[src/rtl/fmreg_pkg.sv]
package fmreg_pkg;

   // address group carried in address bits [5:4]
   typedef enum logic [1:0] {
      GRP_PATCH = 2'd0,
      GRP_FLO   = 2'd1,
      GRP_FHI   = 2'd2,
      GRP_INSV  = 2'd3
   } reg_grp_e;

   localparam int unsigned MAP_ADDR_W = 6;
   localparam int unsigned BYTE_W     = 8;
   localparam int unsigned FNUM_W     = 9;
   localparam int unsigned BLOCK_W    = 3;
   localparam int unsigned INST_W     = 4;
   localparam int unsigned LEVEL_W    = 6;
   localparam int unsigned VOL_W      = 4;

   // bit positions inside the high-frequency register
   localparam int unsigned HI_FN8  = 0;
   localparam int unsigned HI_BLK0 = 1;
   localparam int unsigned HI_KEY  = 4;
   localparam int unsigned HI_SUS  = 5;
   localparam int unsigned HI_KEEP = 6;

   typedef struct packed {
      logic       amod;
      logic       vib;
      logic       hold;
      logic       krate;
      logic [3:0] mult;
      logic [1:0] ksl;
      logic [5:0] tl;
      logic       wave;
      logic [2:0] fb;
      logic [3:0] ar;
      logic [3:0] dr;
      logic [3:0] sl;
      logic [3:0] rr;
   } op_word_t;

   localparam int unsigned OP_WORD_W = $bits(op_word_t);

endpackage

[src/rtl/fmreg_hostport.sv]
module fmreg_hostport #(
   parameter int unsigned ADDR_W = 6,
   parameter int unsigned DATA_W = 8
) (
   input  logic              clk,
   input  logic              rst_n,
   input  logic              wr_en,
   input  logic              port_sel,
   input  logic [DATA_W-1:0] wr_data,
   output logic              reg_we,
   output logic [ADDR_W-1:0] reg_addr,
   output logic [7:0]        reg_wdata
);

   logic [ADDR_W-1:0] addr_q;
   logic              addr_we;

   assign addr_we = wr_en & ~port_sel;

   always_ff @(posedge clk or negedge rst_n) begin
      if (!rst_n) begin
         addr_q <= '0;
      end else if (addr_we) begin
         addr_q <= wr_data[ADDR_W-1:0];
      end
   end

   assign reg_we    = wr_en & port_sel;
   assign reg_addr  = addr_q;
   assign reg_wdata = wr_data[7:0];

endmodule

[src/rtl/fmreg_addrdec.sv]
module fmreg_addrdec
   import fmreg_pkg::*;
#(
   parameter int unsigned ADDR_W    = 6,
   parameter int unsigned NUM_CH    = 6,
   parameter int unsigned NUM_PATCH = 8
) (
   input  logic                 reg_we,
   input  logic [ADDR_W-1:0]    reg_addr,
   output logic [NUM_PATCH-1:0] patch_we,
   output logic [NUM_CH-1:0]    flo_we,
   output logic [NUM_CH-1:0]    fhi_we,
   output logic [NUM_CH-1:0]    insv_we
);

   logic       upper_clear;
   reg_grp_e   grp;
   logic [3:0] idx;

   generate
      if (ADDR_W > MAP_ADDR_W) begin : g_wide
         assign upper_clear = ~|reg_addr[ADDR_W-1:MAP_ADDR_W];
      end else begin : g_exact
         assign upper_clear = 1'b1;
      end
   endgenerate

   assign grp = reg_grp_e'(reg_addr[5:4]);
   assign idx = reg_addr[3:0];

   generate
      for (genvar p = 0; p < NUM_PATCH; p++) begin : g_patch
         assign patch_we[p] = reg_we & upper_clear & (grp == GRP_PATCH) &
                              (idx == 4'(p));
      end
      for (genvar c = 0; c < NUM_CH; c++) begin : g_chan
         logic hit;
         assign hit        = reg_we & upper_clear & (idx == 4'(c));
         assign flo_we[c]  = hit & (grp == GRP_FLO);
         assign fhi_we[c]  = hit & (grp == GRP_FHI);
         assign insv_we[c] = hit & (grp == GRP_INSV);
      end
   endgenerate

endmodule

[src/rtl/fmreg_patch.sv]
module fmreg_patch
   import fmreg_pkg::*;
#(
   parameter int unsigned NUM_PATCH = 8
) (
   input  logic                 clk,
   input  logic                 rst_n,
   input  logic [NUM_PATCH-1:0] we,
   input  logic [7:0]           wdata,
   output logic [OP_WORD_W-1:0] mod_op_o,
   output logic [OP_WORD_W-1:0] car_op_o
);

   logic [7:0] byte_q [NUM_PATCH];
   op_word_t   mod_w;
   op_word_t   car_w;

   generate
      for (genvar b = 0; b < NUM_PATCH; b++) begin : g_byte
         always_ff @(posedge clk or negedge rst_n) begin
            if (!rst_n) begin
               byte_q[b] <= '0;
            end else if (we[b]) begin
               byte_q[b] <= wdata;
            end
         end
      end
   endgenerate

   always_comb begin
      mod_w       = '0;
      mod_w.amod  = byte_q[0][7];
      mod_w.vib   = byte_q[0][6];
      mod_w.hold  = byte_q[0][5];
      mod_w.krate = byte_q[0][4];
      mod_w.mult  = byte_q[0][3:0];
      mod_w.ksl   = byte_q[2][7:6];
      mod_w.tl    = byte_q[2][5:0];
      mod_w.wave  = byte_q[3][3];
      mod_w.fb    = byte_q[3][2:0];
      mod_w.ar    = byte_q[4][7:4];
      mod_w.dr    = byte_q[4][3:0];
      mod_w.sl    = byte_q[6][7:4];
      mod_w.rr    = byte_q[6][3:0];

      car_w       = '0;
      car_w.amod  = byte_q[1][7];
      car_w.vib   = byte_q[1][6];
      car_w.hold  = byte_q[1][5];
      car_w.krate = byte_q[1][4];
      car_w.mult  = byte_q[1][3:0];
      car_w.ksl   = byte_q[3][7:6];
      car_w.wave  = byte_q[3][4];
      car_w.ar    = byte_q[5][7:4];
      car_w.dr    = byte_q[5][3:0];
      car_w.sl    = byte_q[7][7:4];
      car_w.rr    = byte_q[7][3:0];
   end

   assign mod_op_o = mod_w;
   assign car_op_o = car_w;

endmodule

[src/rtl/fmreg_chan.sv]
module fmreg_chan
   import fmreg_pkg::*;
(
   input  logic               clk,
   input  logic               rst_n,
   input  logic               we_lo,
   input  logic               we_hi,
   input  logic               we_iv,
   input  logic [7:0]         wdata,
   output logic [FNUM_W-1:0]  fnum_o,
   output logic [BLOCK_W-1:0] block_o,
   output logic               key_o,
   output logic               sus_o,
   output logic [INST_W-1:0]  inst_o,
   output logic [LEVEL_W-1:0] level_o,
   output logic               mod_kon_o,
   output logic               car_kon_o,
   output logic               car_koff_o
);

   logic [7:0]         lo_q;
   logic [HI_KEEP-1:0] hi_q;
   logic [7:0]         iv_q;
   logic               mkon_q;
   logic               ckon_q;
   logic               ckoff_q;
   logic               key_new;
   logic               rise;
   logic               fall;

   assign key_new = wdata[HI_KEY];
   assign rise    = we_hi &  key_new & ~hi_q[HI_KEY];
   assign fall    = we_hi & ~key_new &  hi_q[HI_KEY];

   always_ff @(posedge clk or negedge rst_n) begin
      if (!rst_n) begin
         lo_q <= '0;
         hi_q <= '0;
         iv_q <= '0;
      end else begin
         if (we_lo) lo_q <= wdata;
         if (we_hi) hi_q <= wdata[HI_KEEP-1:0];
         if (we_iv) iv_q <= wdata;
      end
   end

   always_ff @(posedge clk or negedge rst_n) begin
      if (!rst_n) begin
         mkon_q  <= 1'b0;
         ckon_q  <= 1'b0;
         ckoff_q <= 1'b0;
      end else begin
         mkon_q  <= rise;
         ckon_q  <= rise;
         ckoff_q <= fall;
      end
   end

   assign fnum_o     = {hi_q[HI_FN8], lo_q};
   assign block_o    = hi_q[HI_BLK0 +: BLOCK_W];
   assign key_o      = hi_q[HI_KEY];
   assign sus_o      = hi_q[HI_SUS];
   assign inst_o     = iv_q[7:4];
   assign level_o    = {iv_q[VOL_W-1:0], 2'b00};
   assign mod_kon_o  = mkon_q;
   assign car_kon_o  = ckon_q;
   assign car_koff_o = ckoff_q;

endmodule

[src/rtl/fmsynth_regwr.sv]
module fmsynth_regwr
   import fmreg_pkg::*;
#(
   parameter int unsigned NUM_CH    = 6,
   parameter int unsigned ADDR_W    = 6,
   parameter int unsigned DATA_W    = 8,
   parameter int unsigned NUM_PATCH = 8
) (
   input  logic                      clk,
   input  logic                      rst_n,
   input  logic                      wr_en,
   input  logic                      port_sel,
   input  logic [DATA_W-1:0]         wr_data,
   output logic [35:0]               mod_op_o,
   output logic [35:0]               car_op_o,
   output logic [NUM_CH*9-1:0]       fnum_o,
   output logic [NUM_CH*3-1:0]       block_o,
   output logic [NUM_CH-1:0]         key_o,
   output logic [NUM_CH-1:0]         sus_o,
   output logic [NUM_CH*4-1:0]       inst_o,
   output logic [NUM_CH*6-1:0]       car_level_o,
   output logic [NUM_CH-1:0]         mod_kon_o,
   output logic [NUM_CH-1:0]         car_kon_o,
   output logic [NUM_CH-1:0]         car_koff_o
);

   generate
      if (NUM_CH < 1 || NUM_CH > 16) begin : g_bad_ch
         $error("NUM_CH must be 1..16");
      end
      if (ADDR_W < MAP_ADDR_W || ADDR_W > DATA_W) begin : g_bad_addr
         $error("ADDR_W must lie between 6 and DATA_W");
      end
      if (DATA_W != BYTE_W) begin : g_bad_data
         $error("DATA_W must be 8");
      end
      if (NUM_PATCH != 8) begin : g_bad_patch
         $error("NUM_PATCH must be 8");
      end
      if (OP_WORD_W != 36) begin : g_bad_word
         $error("operator word must be 36 bits");
      end
   endgenerate

   logic                 reg_we;
   logic [ADDR_W-1:0]    reg_addr;
   logic [7:0]           reg_wdata;
   logic [NUM_PATCH-1:0] patch_we;
   logic [NUM_CH-1:0]    flo_we;
   logic [NUM_CH-1:0]    fhi_we;
   logic [NUM_CH-1:0]    insv_we;

   fmreg_hostport #(
      .ADDR_W (ADDR_W),
      .DATA_W (DATA_W)
   ) u_host (
      .clk       (clk),
      .rst_n     (rst_n),
      .wr_en     (wr_en),
      .port_sel  (port_sel),
      .wr_data   (wr_data),
      .reg_we    (reg_we),
      .reg_addr  (reg_addr),
      .reg_wdata (reg_wdata)
   );

   fmreg_addrdec #(
      .ADDR_W    (ADDR_W),
      .NUM_CH    (NUM_CH),
      .NUM_PATCH (NUM_PATCH)
   ) u_dec (
      .reg_we   (reg_we),
      .reg_addr (reg_addr),
      .patch_we (patch_we),
      .flo_we   (flo_we),
      .fhi_we   (fhi_we),
      .insv_we  (insv_we)
   );

   fmreg_patch #(
      .NUM_PATCH (NUM_PATCH)
   ) u_patch (
      .clk      (clk),
      .rst_n    (rst_n),
      .we       (patch_we),
      .wdata    (reg_wdata),
      .mod_op_o (mod_op_o),
      .car_op_o (car_op_o)
   );

   generate
      for (genvar c = 0; c < NUM_CH; c++) begin : g_ch
         fmreg_chan u_chan (
            .clk        (clk),
            .rst_n      (rst_n),
            .we_lo      (flo_we[c]),
            .we_hi      (fhi_we[c]),
            .we_iv      (insv_we[c]),
            .wdata      (reg_wdata),
            .fnum_o     (fnum_o[c*FNUM_W +: FNUM_W]),
            .block_o    (block_o[c*BLOCK_W +: BLOCK_W]),
            .key_o      (key_o[c]),
            .sus_o      (sus_o[c]),
            .inst_o     (inst_o[c*INST_W +: INST_W]),
            .level_o    (car_level_o[c*LEVEL_W +: LEVEL_W]),
            .mod_kon_o  (mod_kon_o[c]),
            .car_kon_o  (car_kon_o[c]),
            .car_koff_o (car_koff_o[c])
         );
      end
   endgenerate

endmodule

[config.mk]
export PLATFORM = sky130hd
export DESIGN_NAME = fmsynth_regwr
export DESIGN_NICKNAME = d
export VERILOG_FILES = /design/src/rtl/fmreg_pkg.sv /design/src/rtl/fmreg_hostport.sv /design/src/rtl/fmreg_addrdec.sv /design/src/rtl/fmreg_patch.sv /design/src/rtl/fmreg_chan.sv /design/src/rtl/fmsynth_regwr.sv
export SDC_FILE = /design/constraint.sdc
export NUM_CORES = 1
export LEC_CHECK = 0
export BUFFER_PORTS_ARGS = -buffer_cell sky130_fd_sc_hd__buf_2
export CAP_MARGIN = 20
export CORE_UTILIZATION = 57
export CTS_CLUSTER_SIZE = 25
export DETAILED_ROUTE_END_ITERATION = 6
export GPL_ROUTABILITY_DRIVEN = 1
export GPL_TIMING_DRIVEN = 1
export PLACE_DENSITY = 0.85
export SYNTH_ARGS = -nofsm -noshare
export SYNTH_HDL_FRONTEND = slang
export SYNTH_HIERARCHICAL = 1
export SYNTH_SLANG_ARGS = --single-unit
[constraint.sdc]
create_clock -name clk -period 5.9 [get_ports clk]
set_clock_uncertainty 0.05 [all_clocks]
set_input_delay 0.885 -clock clk [delete_from_list [all_inputs] [get_ports clk]]
set_output_delay 0.885 -clock clk [all_outputs]
set_load 0.1 [all_outputs]
Yosys cells after proc, flatten, opt, wreduce, memory -nomap -nowiden
Index checks and enable logic that the tools add are counted.
Widths: inputs -> output; s select.
{"block": "word_totals", "input_bits": 12, "regBits": 214, "word_cells": 118}
{"block": "op_classes", "reduce_logical": 2, "eq_ne": 10, "bitwise_logic": 67}
{"operator": "$and 1x1->1", "count": 59}
{"operator": "$eq 4x3->1 const B", "count": 4}
{"operator": "$eq 4x2->1 const B", "count": 2}
{"operator": "$not 1->1", "count": 8}
{"operator": "$eq 2x2->1 const B", "count": 2}
{"operator": "$eq 4x1->1 const B", "count": 1}
{"operator": "$logic_not 4->1", "count": 1}
{"operator": "$eq 2x1->1 const B", "count": 1}
{"operator": "$logic_not 2->1", "count": 1}

Logic depth before layout (Yosys ltp)
Gate-level depths: netlist of the first run.
{"block": "depth", "ltp_word": 5, "ltp_mapped": 7, "mapped_depth_nobuf": 4}

By module
Netlist of the first run, hierarchy kept.
{"module": "fmreg_chan", "seq_area_each_um2": 600.6, "cells_per_inst": 55, "n_inst": 6, "area_each_um2": 1008.5}
{"module": "fmreg_patch", "seq_area_each_um2": 1576.5, "cells_per_inst": 144, "n_inst": 1, "area_each_um2": 2683.8}
{"module": "fmreg_hostport", "seq_area_each_um2": 150.1, "cells_per_inst": 23, "n_inst": 1, "area_each_um2": 332.8}
{"module": "fmreg_addrdec", "seq_area_each_um2": 0.0, "cells_per_inst": 42, "n_inst": 1, "area_each_um2": 281.5}

Worst setup path after synthesis of the first run
OpenSTA, ideal clock, no wires.
{"block": "synth_path", "path_kind": "input -> register", "startpoint": "in port_sel", "endpoint": "reg g_ch[1].u_chan.iv_q[0]", "path_buffers": 3, "t_arrival_ns": 2.276, "cell_stages": 7, "path_slack_ns": 3.447, "path_cell_list": "and2_2 > or3b_1 > buf_2 > buf_6 > nor3_2 > buf_6 > mux2_4"}
{"block": "synth_via", "elab_chain_len": 3}
{"element": "from (decl)", "line": "fmsynth_regwr.sv:12", "source": "input logic port_sel,"}
{"element": "$and 1x1->1", "line": "fmreg_hostport.sv:28", "source": "assign reg_we = wr_en & port_sel;"}
{"element": "$and 1x1->1", "line": "fmreg_addrdec.sv:38", "source": "assign hit = reg_we & upper_clear & (idx == 4'(c));"}
{"element": "$and 1x1->1", "line": "fmreg_addrdec.sv:41", "source": "assign insv_we[c] = hit & (grp == GRP_INSV);"}
{"element": "via insv_we[1]", "line": "fmsynth_regwr.sv:51", "source": "logic [NUM_CH-1:0] insv_we;"}
{"element": "to (signal assigned)", "line": "fmreg_chan.sv:43", "source": "if (we_iv) iv_q <= wdata;"}
{"element": "to (decl)", "line": "fmreg_chan.sv:23", "source": "logic [7:0] iv_q;"}
The timed path passes the listed nets, and every way through them passes these cells.
A chain may end at the register's enable or synchronous reset.

Final worst setup path of the first run
{"block": "layout_path", "startpoint": "in port_sel", "endpoint": "reg u_patch.byte_q (netlist bit u_patch/car_op_o[19])"}
{"block": "layout_via", "elab_chain_len": 3}
{"element": "$and 1x1->1", "line": "fmreg_hostport.sv:28"}
{"element": "via reg_we", "line": "fmsynth_regwr.sv:45", "source": "logic reg_we;"}
{"element": "$and 1x1->1 (2 in a row)", "line": "fmreg_addrdec.sv:33", "source": "assign patch_we[p] = reg_we & upper_clear & (grp == GRP_PATCH) &"}
{"element": "via patch_we[3]", "line": "fmsynth_regwr.sv:48", "source": "logic [NUM_PATCH-1:0] patch_we;"}
{"element": "to (signal, indexed assignment)", "line": "fmreg_patch.sv:24", "source": "byte_q[b] <= wdata;"}
{"element": "to (decl)", "line": "fmreg_patch.sv:14", "source": "logic [7:0] byte_q [NUM_PATCH];"}
The timed path passes the listed nets, and every way through them passes these cells.

==> results of run 1 <==
-- through the flow --
step	instances	setup slack, ns	power [mW]
after detailed placement	935	2.36	5.07
after global routing	976	2.90	6.67
after global placement	935	2.49	5.02
after CTS	972	2.88	6.52
after floorplan	553	3.45	4.60
final	976	2.94	6.49
-- area by class of cell --
cell class | instances | share of cell area (%)
flip-flops and latches | 213 | 47.9
multi-input cells | 271 | 31.8
repair buffers | 239 | 11.2
clock buffers | 28 | 5.61
well taps | 216 | 2.43
clock inverters | 9 | 1.12
-- cells by family (layout without fill, tap and decap cells) --
kind of cell | Yosys count | count (layout) | synth area share [%]
simple gates | 49 | 49 | 3.96
other cells | 7 | 21 | 0.281
mux | 201 | 201 | 32.3
buf+inv | 69 | 276 | 6.46
flops | 213 | 213 | 57.0
-- registers in the layout, indices dropped and copies added (netlist names) --
signal and count:
g_ch.u_chan/car_koff_o 6, g_ch.u_chan/car_kon_o 6, g_ch.u_chan/hi_q 36, g_ch.u_chan/iv_q 48, g_ch.u_chan/lo_q 48, u_host/reg_addr 6
u_patch/car_op_o 27, u_patch/mod_op_o 36
-- worst reg2reg max path: stages, from the launching register on --
cell	delay [ns]
dfrtp_1	0.38
or3b_1	0.75
nor4_2	1.07
mux2_4	0.36
-- synthesized netlist by cell type, types with 2 or more instances --
master / n / share of area [%]
buf_6: 28 / 3.4
nand2b_1: 4 / 0.27
buf_2: 3 / 0.16
dfrtp_1: 213 / 57
mux2_4: 201 / 32
nor3_1: 3 / 0.16
nor4_1: 12 / 0.80
conb_1: 7 / 0.28
buf_4: 35 / 2.8
nor2_1: 2 / 0.080
nor3_2: 9 / 0.96
and3b_1: 12 / 1.1
clkbuf_1: 3 / 0.12
nand2_1: 2 / 0.080
-- where the power goes --
group	internal, mW	switching, mW	leakage, nW
clock	0.876	0.557	0.366
sequential	1.75	0.206	2.83
combinational	0.574	2.52	2.71
total	3.20	3.28	5.91
-- per-layer routing --
layer	up-vias	wire length, microns	track usage (%)
met5	-	0	0
met4	0	308	6.43
met3	29	1310	4.55
met2	220	10600	42.6
met1	2677	9190	34.3
li1	2229	-	-
-- worst paths after layout --
path	start	depth (start not counted)	to	slack, ns
worst max-delay path	port_sel	5	u_patch/car_op_o[19]	2.94
worst min-delay path	g_ch[3].u_chan/iv_q[0]	1	g_ch[3].u_chan/iv_q[0]	0.46
min in group asynchronous	rst_n	1	u_patch/mod_op_o[8]	0.48
max in group asynchronous	rst_n	2	u_host/reg_addr[0]	4.06
worst min register to register	g_ch[3].u_chan/iv_q[0]	1	g_ch[3].u_chan/iv_q[0]	0.46
worst max register to register	u_host/reg_addr[2]	3	u_patch/car_op_o[19]	3.18
==> flow_summary_export.csv, run 1 <==
group,metric,value,unit
global_route,grt_antenna_before_repair,0,
timing,worstMarginPinSlew,1.14,ns
setup_path,slowest_stage,"nor4_2",
floorplan,die_area,16900,sq um
final_layout,drive_gt1_share,65.5,%
routing,drc,0,
timing,period_share,50.2,%
final_layout,post-route-util,69.8,%
place,place_congestion,0.735,
worst_hold_path,min_path_type,"register to register",
cts,cts_hold_buf,0,
final_layout,regArea,5330,sq um
timing,setup_viol,0,
routing,drtIter0Drc,219,
final_layout,final_area,11100,sq um
floorplan,rows,46,
setup_path,crit_path_start_kind,"input port",
logic_synthesis,syn_inst,539,
setup_path,cp_top_family,"simple AND/OR/NAND/NOR gates",
global_route,grt_max_degree,123,
setup_path,endpoint_kind,"register",
cts,cts_num_sinks,213,
logic_synthesis,ys_seq_area_share,57.0,%
timing,tns,0,ns
run_status,outcome,"finished, final reports clean",
final_layout,final_common_cell,"buf_2",
routing,wl,21400,microns
timing,clock.fmax,338,MHz
routing,vias,5155,
logic_synthesis,synth.avg_cell_area,17.3,sq um
setup_path,slowest_delay,1.06,ns
power,ir_drop,0.000363,V
floorplan,die_x,130,microns
cts,clkLatencyLatePin,0.49,ns
timing,rsz0062_at_grt,"false",
cts,cts_buffers,22,
run,maxCapViolations,0,
routing,via_per_inst,5.28,
setup_path,crit_path_max_fanout,16,
power,p_leak,5.91,nW
timing,hold_ws,0.457,ns
logic_synthesis,synthArstFlopShare,100,%
cts,htree_levels,1,
timing,drv_slew,0,
cts,clkSlewWorstSetupHoldPaths,0.07,ns
final_layout,multi_input_area,3540,sq um
setup_path,critPathRequiredTime,6.23,ns
final_layout,syn2layout_area_growth,19.1,%
routing,wire_per_inst,21.9,microns
logic_synthesis,yosysWarnings,6,
cts,post_cts_buffers,0,
setup_path,crit_buf_inv,1,
setup_path,cp.arrival,3.29,ns
global_route,grt_overflow,0,
place,dpl.hpwl,13600,microns
global_route,first_global_vias,5399,
timing,period_needed,2.96,ns
floorplan,initial_utilization,58.6,%
global_route,grt_pass1_wl,32300,microns
place,place_area,10400,sq um
setup_path,critPathKind,"input port to register",
timing,hold_viol,0,
logic_synthesis,synthFlopType,"dfrtp_1",
place,portBuffers,224,
logic_synthesis,synth-seq-cells,213,
cts,cts_tree,"done",
floorplan,die_y,130,microns
cts,cts-root-buf,"clkbuf_16",
routing,drtAntennaViolNets,0,
timing,slew_headroom,23.2,%
power,p_per_area,583,nW/um^2
routing,first_pass_iters,4,
final_layout,diodes,0,
cts,cts_buffer_depth,3,
final_layout,nets,759,
floorplan,pin_count,246,
final_layout,fillers,1052,
logic_synthesis,syn_area,9350,sq um
final_layout,most-common-layout-cells,"buf_2, dfrtp_1, mux2_4",
floorplan,core-area,15900,sq um
logic_synthesis,synth_edf_count,0,
logic_synthesis,synth_cell_types,19,
cts,cts_resized,0,
global_route,grtUsageTotal,25.4,%
setup_path,path_cells,"buf_2 -> and2_2 -> or3b_1 -> nor4_2 -> mux2_4",
No activity file was read; power rests on OpenSTA's default activity.
==> run 2: changes to the inputs <==
--- a/config.mk
+++ b/config.mk
@@ -7,12 +7,12 @@
 export LEC_CHECK = 0
 export BUFFER_PORTS_ARGS = -buffer_cell sky130_fd_sc_hd__buf_2
 export CAP_MARGIN = 20
-export CORE_UTILIZATION = 57
+export CORE_UTILIZATION = 53
 export CTS_CLUSTER_SIZE = 25
 export DETAILED_ROUTE_END_ITERATION = 6
 export GPL_ROUTABILITY_DRIVEN = 1
 export GPL_TIMING_DRIVEN = 1
-export PLACE_DENSITY = 0.85
+export PLACE_DENSITY = 0.8
 export SYNTH_ARGS = -nofsm -noshare
 export SYNTH_HDL_FRONTEND = slang
 export SYNTH_HIERARCHICAL = 1
==> constraint.sdc (replaced) <==
create_clock -name clk -period 3.05 [get_ports clk]
set_clock_uncertainty 0.05 [all_clocks]
set_input_delay 0.4575 -clock clk [delete_from_list [all_inputs] [get_ports clk]]
set_output_delay 0.4575 -clock clk [all_outputs]
set_load 0.1 [all_outputs]
==> flow_summary_export.csv, run 2 (synthesized netlist as in run 1, its figures left out) <==
group,metric,value,unit
run_status,outcome,"finished, final reports clean",
place,place_congestion,0.733,
global_route,grt_pass1_wl,32800,microns
setup_path,cp.arrival,2.55,ns
timing,slew_headroom,41.8,%
routing,topRoutingLayerUsed,"met4",
floorplan,pin_count,246,
place,dpl.hpwl,13600,microns
routing,via_per_inst,5.18,
setup_path,crit_path_start_kind,"register",
floorplan,core-area,17200,sq um
timing,hold_ws,0.0257,ns
final_layout,nets,775,
setup_path,ff2ff_setup_slack,0.83,ns
timing,hold_viol,0,
global_route,grt_antenna_before_repair,0,
cts,clkLatencyLatePin,0.49,ns
timing,tns,0,ns
final_layout,most-common-layout-cells,"buf_2, dfrtp_1, mux2_4",
setup_path,slowest_delay,0.73,ns
final_layout,syn2layout_area_growth,20.3,%
floorplan,rows,48,
cts,htree_levels,1,
power,p_per_area,1110,nW/um^2
final_layout,drive_gt1_share,66.0,%
timing,clock.fmax,450,MHz
timing,period_needed,2.22,ns
floorplan,initial_utilization,54.2,%
routing,vias,5171,
routing,wl_met2,10100,microns
timing,drv_slew,0,
setup_path,critPathRequiredTime,3.37,ns
cts,cts_buffer_depth,3,
setup_path,critPathKind,"register to register",
final_layout,final_common_cell,"buf_2",
routing,drt-met1-wl,9470,microns
run,maxCapViolations,0,
setup_path,slowest_stage,"or3b_1",
routing,wl,21300,microns
routing,drc,0,
power,ir_drop,0.000828,V
timing,worstMarginPinSlew,0.873,ns
routing,wire_per_inst,21.3,microns
floorplan,die_area,18200,sq um
cts,cts_buffers,22,
worst_hold_path,min_path_type,"input port to asynchronous set/reset pin",
floorplan,die_x,135,microns
cts,cts-root-buf,"clkbuf_16",
final_layout,diodes,0,
global_route,grtUsageTotal,23.6,%
global_route,grt_max_degree,100,
cts,post_cts_buffers,0,
place,portBuffers,224,
setup_path,endpoint_kind,"register",
routing,drtIter0Drc,196,
cts,cts_num_sinks,213,
routing,drtAntennaViolNets,0,
cts,cts_tree,"done",
routing,dr_wl_met3,1410,microns
timing,setup_viol,0,
setup_path,path_cells,"or3b_1 -> nor4_2 -> buf_4 -> mux2_4",
cts,cts_hold_buf,0,
routing,first_pass_iters,4,
floorplan,die_y,135,microns
timing,period_share,72.9,%
global_route,grt_overflow,0,
cts,clkSlewWorstSetupHoldPaths,0.06,ns
timing,rsz0062_at_grt,"false",
final_layout,largestRegisters,"g_ch.u_chan/iv_q: 48 flops, g_ch.u_chan/lo_q: 48 flops",
cts,cts_resized,0,
power,p_leak,5.98,nW
global_route,first_global_vias,5526,
setup_path,crit_path_max_fanout,16,
[run 2: changes by cell type in the layout (fill, tap and decap cells not counted), sizes merged]
cell      change
buf          +18
bufinv        -1
clkbuf        -1
clkinv        -1
clkinvlp      -1
[run 2: critical path, delay by kind of cell (launching register included)]
| kind | cells | cell delay, ns |
|---|---|---|
| flip-flops | 1 | 0.40 |
| AND/OR/NAND/NOR | 2 | 1.11 |
| buffers and inverters | 1 | 0.24 |
| multiplexers | 1 | 0.31 |
[run 2: metal layers]
layer,global-route usage [%],vias to the layer above
li1,-,2248
met1,32.7,2689
met2,38.3,206
met3,4.99,28
met4,4.99,0
met5,0,-
[run 2: stage by stage]
stage          area (sq um)  util [%]  setup WS [ns]  std cells  power [mW]
2_1_floorplan          9400         -           1.02        553        8.89
3_3_place_gp          10500      61.1          0.504        964        9.72
3_5_place_dp          10500      61.1          0.485        964        9.81
4_1_cts               11200      65.2          0.787        999        12.5
5_1_grt               11200      65.2          0.711        999        12.8
6_report              11200      65.2          0.827        999        12.4
[run 2: final cells by class]
cell class | instances | area (sq um)
fillers | 1211 | 5990
multi-input cells | 271 | 3540
clock buffers | 29 | 628
flip-flops and latches | 213 | 5330
clock inverters | 6 | 86.3
repair buffers | 255 | 1380
well taps | 225 | 282
[run 2: path summary, 6_finish.rpt]
path                                          end                   start  depth (start not counted)
max                        g_ch[0].u_chan/hi_q[5]      u_host/reg_addr[2]                          4
min                        g_ch[3].u_chan/lo_q[4]                   rst_n                          1
max reg2reg                g_ch[0].u_chan/hi_q[5]      u_host/reg_addr[2]                          4
min reg2reg                g_ch[2].u_chan/lo_q[6]  g_ch[2].u_chan/lo_q[6]                          1
max in group asynchronous  g_ch[5].u_chan/iv_q[3]                   rst_n                          2
min in group clk               u_host/reg_addr[5]                port_sel                          3
[run 2: power breakdown]
group,leakage (nW),total (mW),switching (mW),internal [mW]
Combinational,2.80,5.99,4.87,1.12
Clock,0.349,2.66,1.05,1.61
Sequential,2.83,3.79,0.393,3.39
Total,5.98,12.4,6.32,6.12
==> run 3: changes to the inputs <==
==> constraint.sdc (replaced) <==
create_clock -name clk -period 2.2 [get_ports clk]
set_clock_uncertainty 0.05 [all_clocks]
set_input_delay 0.33 -clock clk [delete_from_list [all_inputs] [get_ports clk]]
set_output_delay 0.33 -clock clk [all_outputs]
set_load 0.1 [all_outputs]
==> flow_summary_export.csv, run 3 (synthesized netlist as in run 1, its figures left out) <==
group,metric,value,unit
run_status,outcome,"finished, final reports clean",
final_layout,most-common-layout-cells,"buf_2, dfrtp_1, mux2_4",
global_route,grt_overflow,0,
global_route,grt_antenna_before_repair,0,
place,portBuffers,224,
floorplan,core-area,17200,sq um
final_layout,largestRegisters,"g_ch.u_chan/iv_q: 48 flops, g_ch.u_chan/lo_q: 48 flops",
setup_path,crit_path_max_fanout,8,
cts,cts_num_sinks,213,
global_route,grt_pass1_wl,32400,microns
final_layout,diodes,0,
timing,clock.fmax,493,MHz
cts,cts_buffer_depth,3,
floorplan,die_x,135,microns
run,maxCapViolations,0,
timing,period_needed,2.03,ns
place,place_congestion,0.756,
timing,hold_viol,0,
final_layout,multi_input_area,3540,sq um
power,p_per_area,1540,nW/um^2
final_layout,post-route-util,66.0,%
final_layout,regArea,5330,sq um
cts,cts_tree,"done",
place,dpl.hpwl,13500,microns
timing,drv_slew,0,
cts,clkLatencyLatePin,0.50,ns
floorplan,die_area,18200,sq um
routing,drtIter0Drc,146,
final_layout,drive_gt1_share,66.1,%
floorplan,rows,48,
global_route,grt_max_degree,73,
routing,via_per_inst,5.13,
final_layout,fillers,1200,
timing,worstMarginPinSlew,0.931,ns
cts,htree_levels,1,
routing,wl,21200,microns
final_layout,final_common_cell,"buf_2",
cts,cts_buffers,22,
setup_path,critPathKind,"register to register",
final_layout,syn2layout_area_growth,21.8,%
cts,cts-root-buf,"clkbuf_16",
final_layout,nets,781,
routing,drc,0,
floorplan,pin_count,246,
routing,vias,5178,
global_route,first_global_vias,5426,
cts,clkSlewWorstSetupHoldPaths,0.06,ns
timing,slew_headroom,38.0,%
power,ir_drop,0.000994,V
timing,period_share,92.2,%
timing,setup_viol,0,
floorplan,initial_utilization,54.2,%
setup_path,critPathRequiredTime,2.52,ns
routing,first_pass_iters,4,
timing,rsz0062_at_grt,"false",
setup_path,cp.arrival,2.35,ns
cts,cts_resized,0,
routing,wire_per_inst,20.9,microns
timing,tns,0,ns
setup_path,endpoint_kind,"register",
global_route,grtUsageTotal,23.4,%
routing,drtAntennaViolNets,0,
setup_path,crit_path_start_kind,"register",
floorplan,die_y,135,microns
worst_hold_path,min_path_type,"input port to register",
power,p_leak,6.05,nW
==> run 3: changes by cell type in the layout (fill, tap and decap cells not counted), sizes merged <==
cell and change:
buf +5, bufinv +2, clkbuf +2, clkinv +1, dlygate4sd3 +1
==> run 3: final cells by class <==
cell class / instances / share of cell area (%)
flip-flops and latches: 213 / 46.8
clock buffers: 31 / 5.58
clock inverters: 9 / 1.30
repair buffers: 261 / 12.7
well taps: 225 / 2.47
multi-input cells: 271 / 31.1
==> run 3: path summary, 6_finish.rpt <==
kind | from | to | slack [ns] | depth (start not counted)
max | u_host/reg_addr[2] | u_patch/mod_op_o[26] | 0.17 | 5
min | port_sel | u_host/reg_addr[5] | 0.19 | 3
max reg2reg | u_host/reg_addr[2] | u_patch/mod_op_o[26] | 0.17 | 5
min reg2reg | g_ch[0].u_chan/lo_q[4] | g_ch[0].u_chan/lo_q[4] | 0.46 | 1
max in group asynchronous | rst_n | g_ch[4].u_chan/iv_q[0] | 1.01 | 3
min in group asynchronous | rst_n | g_ch[3].u_chan/lo_q[1] | 0.34 | 2
==> run 3: timing repair <==
action,in CTS,in global routing
hold buffers,1,0
setup buffers,0,0
endpoints found under the hold margin,69,0
==> run 3: routing by layer <==
metal	track usage [%]	routed length, microns
met1	33.0	9610
met2	37.8	10000
met3	4.62	1230
met4	4.99	279
met5	0	0
==> run 3: critical path: stages (launching register included) <==
cell,delay (ns)
dfrtp_1,0.40
or3b_1,0.40
buf_4,0.18
nor4_2,0.29
buf_4,0.27
mux2_4,0.31
==> run 3: metrics by stage <==
step | power (mW) | setup WS (ns) | instance area [sq um] | std cells | hold WS [ns]
6_report | 17.5 | 0.172 | 11400 | 1010 | 0.194
5_1_grt | 18.0 | 0.113 | 11400 | 1010 | 0.185
4_1_cts | 17.6 | 0.185 | 11400 | 1010 | 0.173
3_5_place_dp | 13.6 | 0.0311 | 10600 | 969 | 0.339
3_3_place_gp | 13.5 | 0.0366 | 10600 | 969 | 0.320
2_1_floorplan | 12.3 | 0.302 | 9400 | 553 | -0.0156
==> run 3: where the power goes <==
group	total, mW	switching (mW)	internal (mW)
sequential	5.21	0.505	4.71
combinational	8.35	6.78	1.57
clock	3.95	1.47	2.48
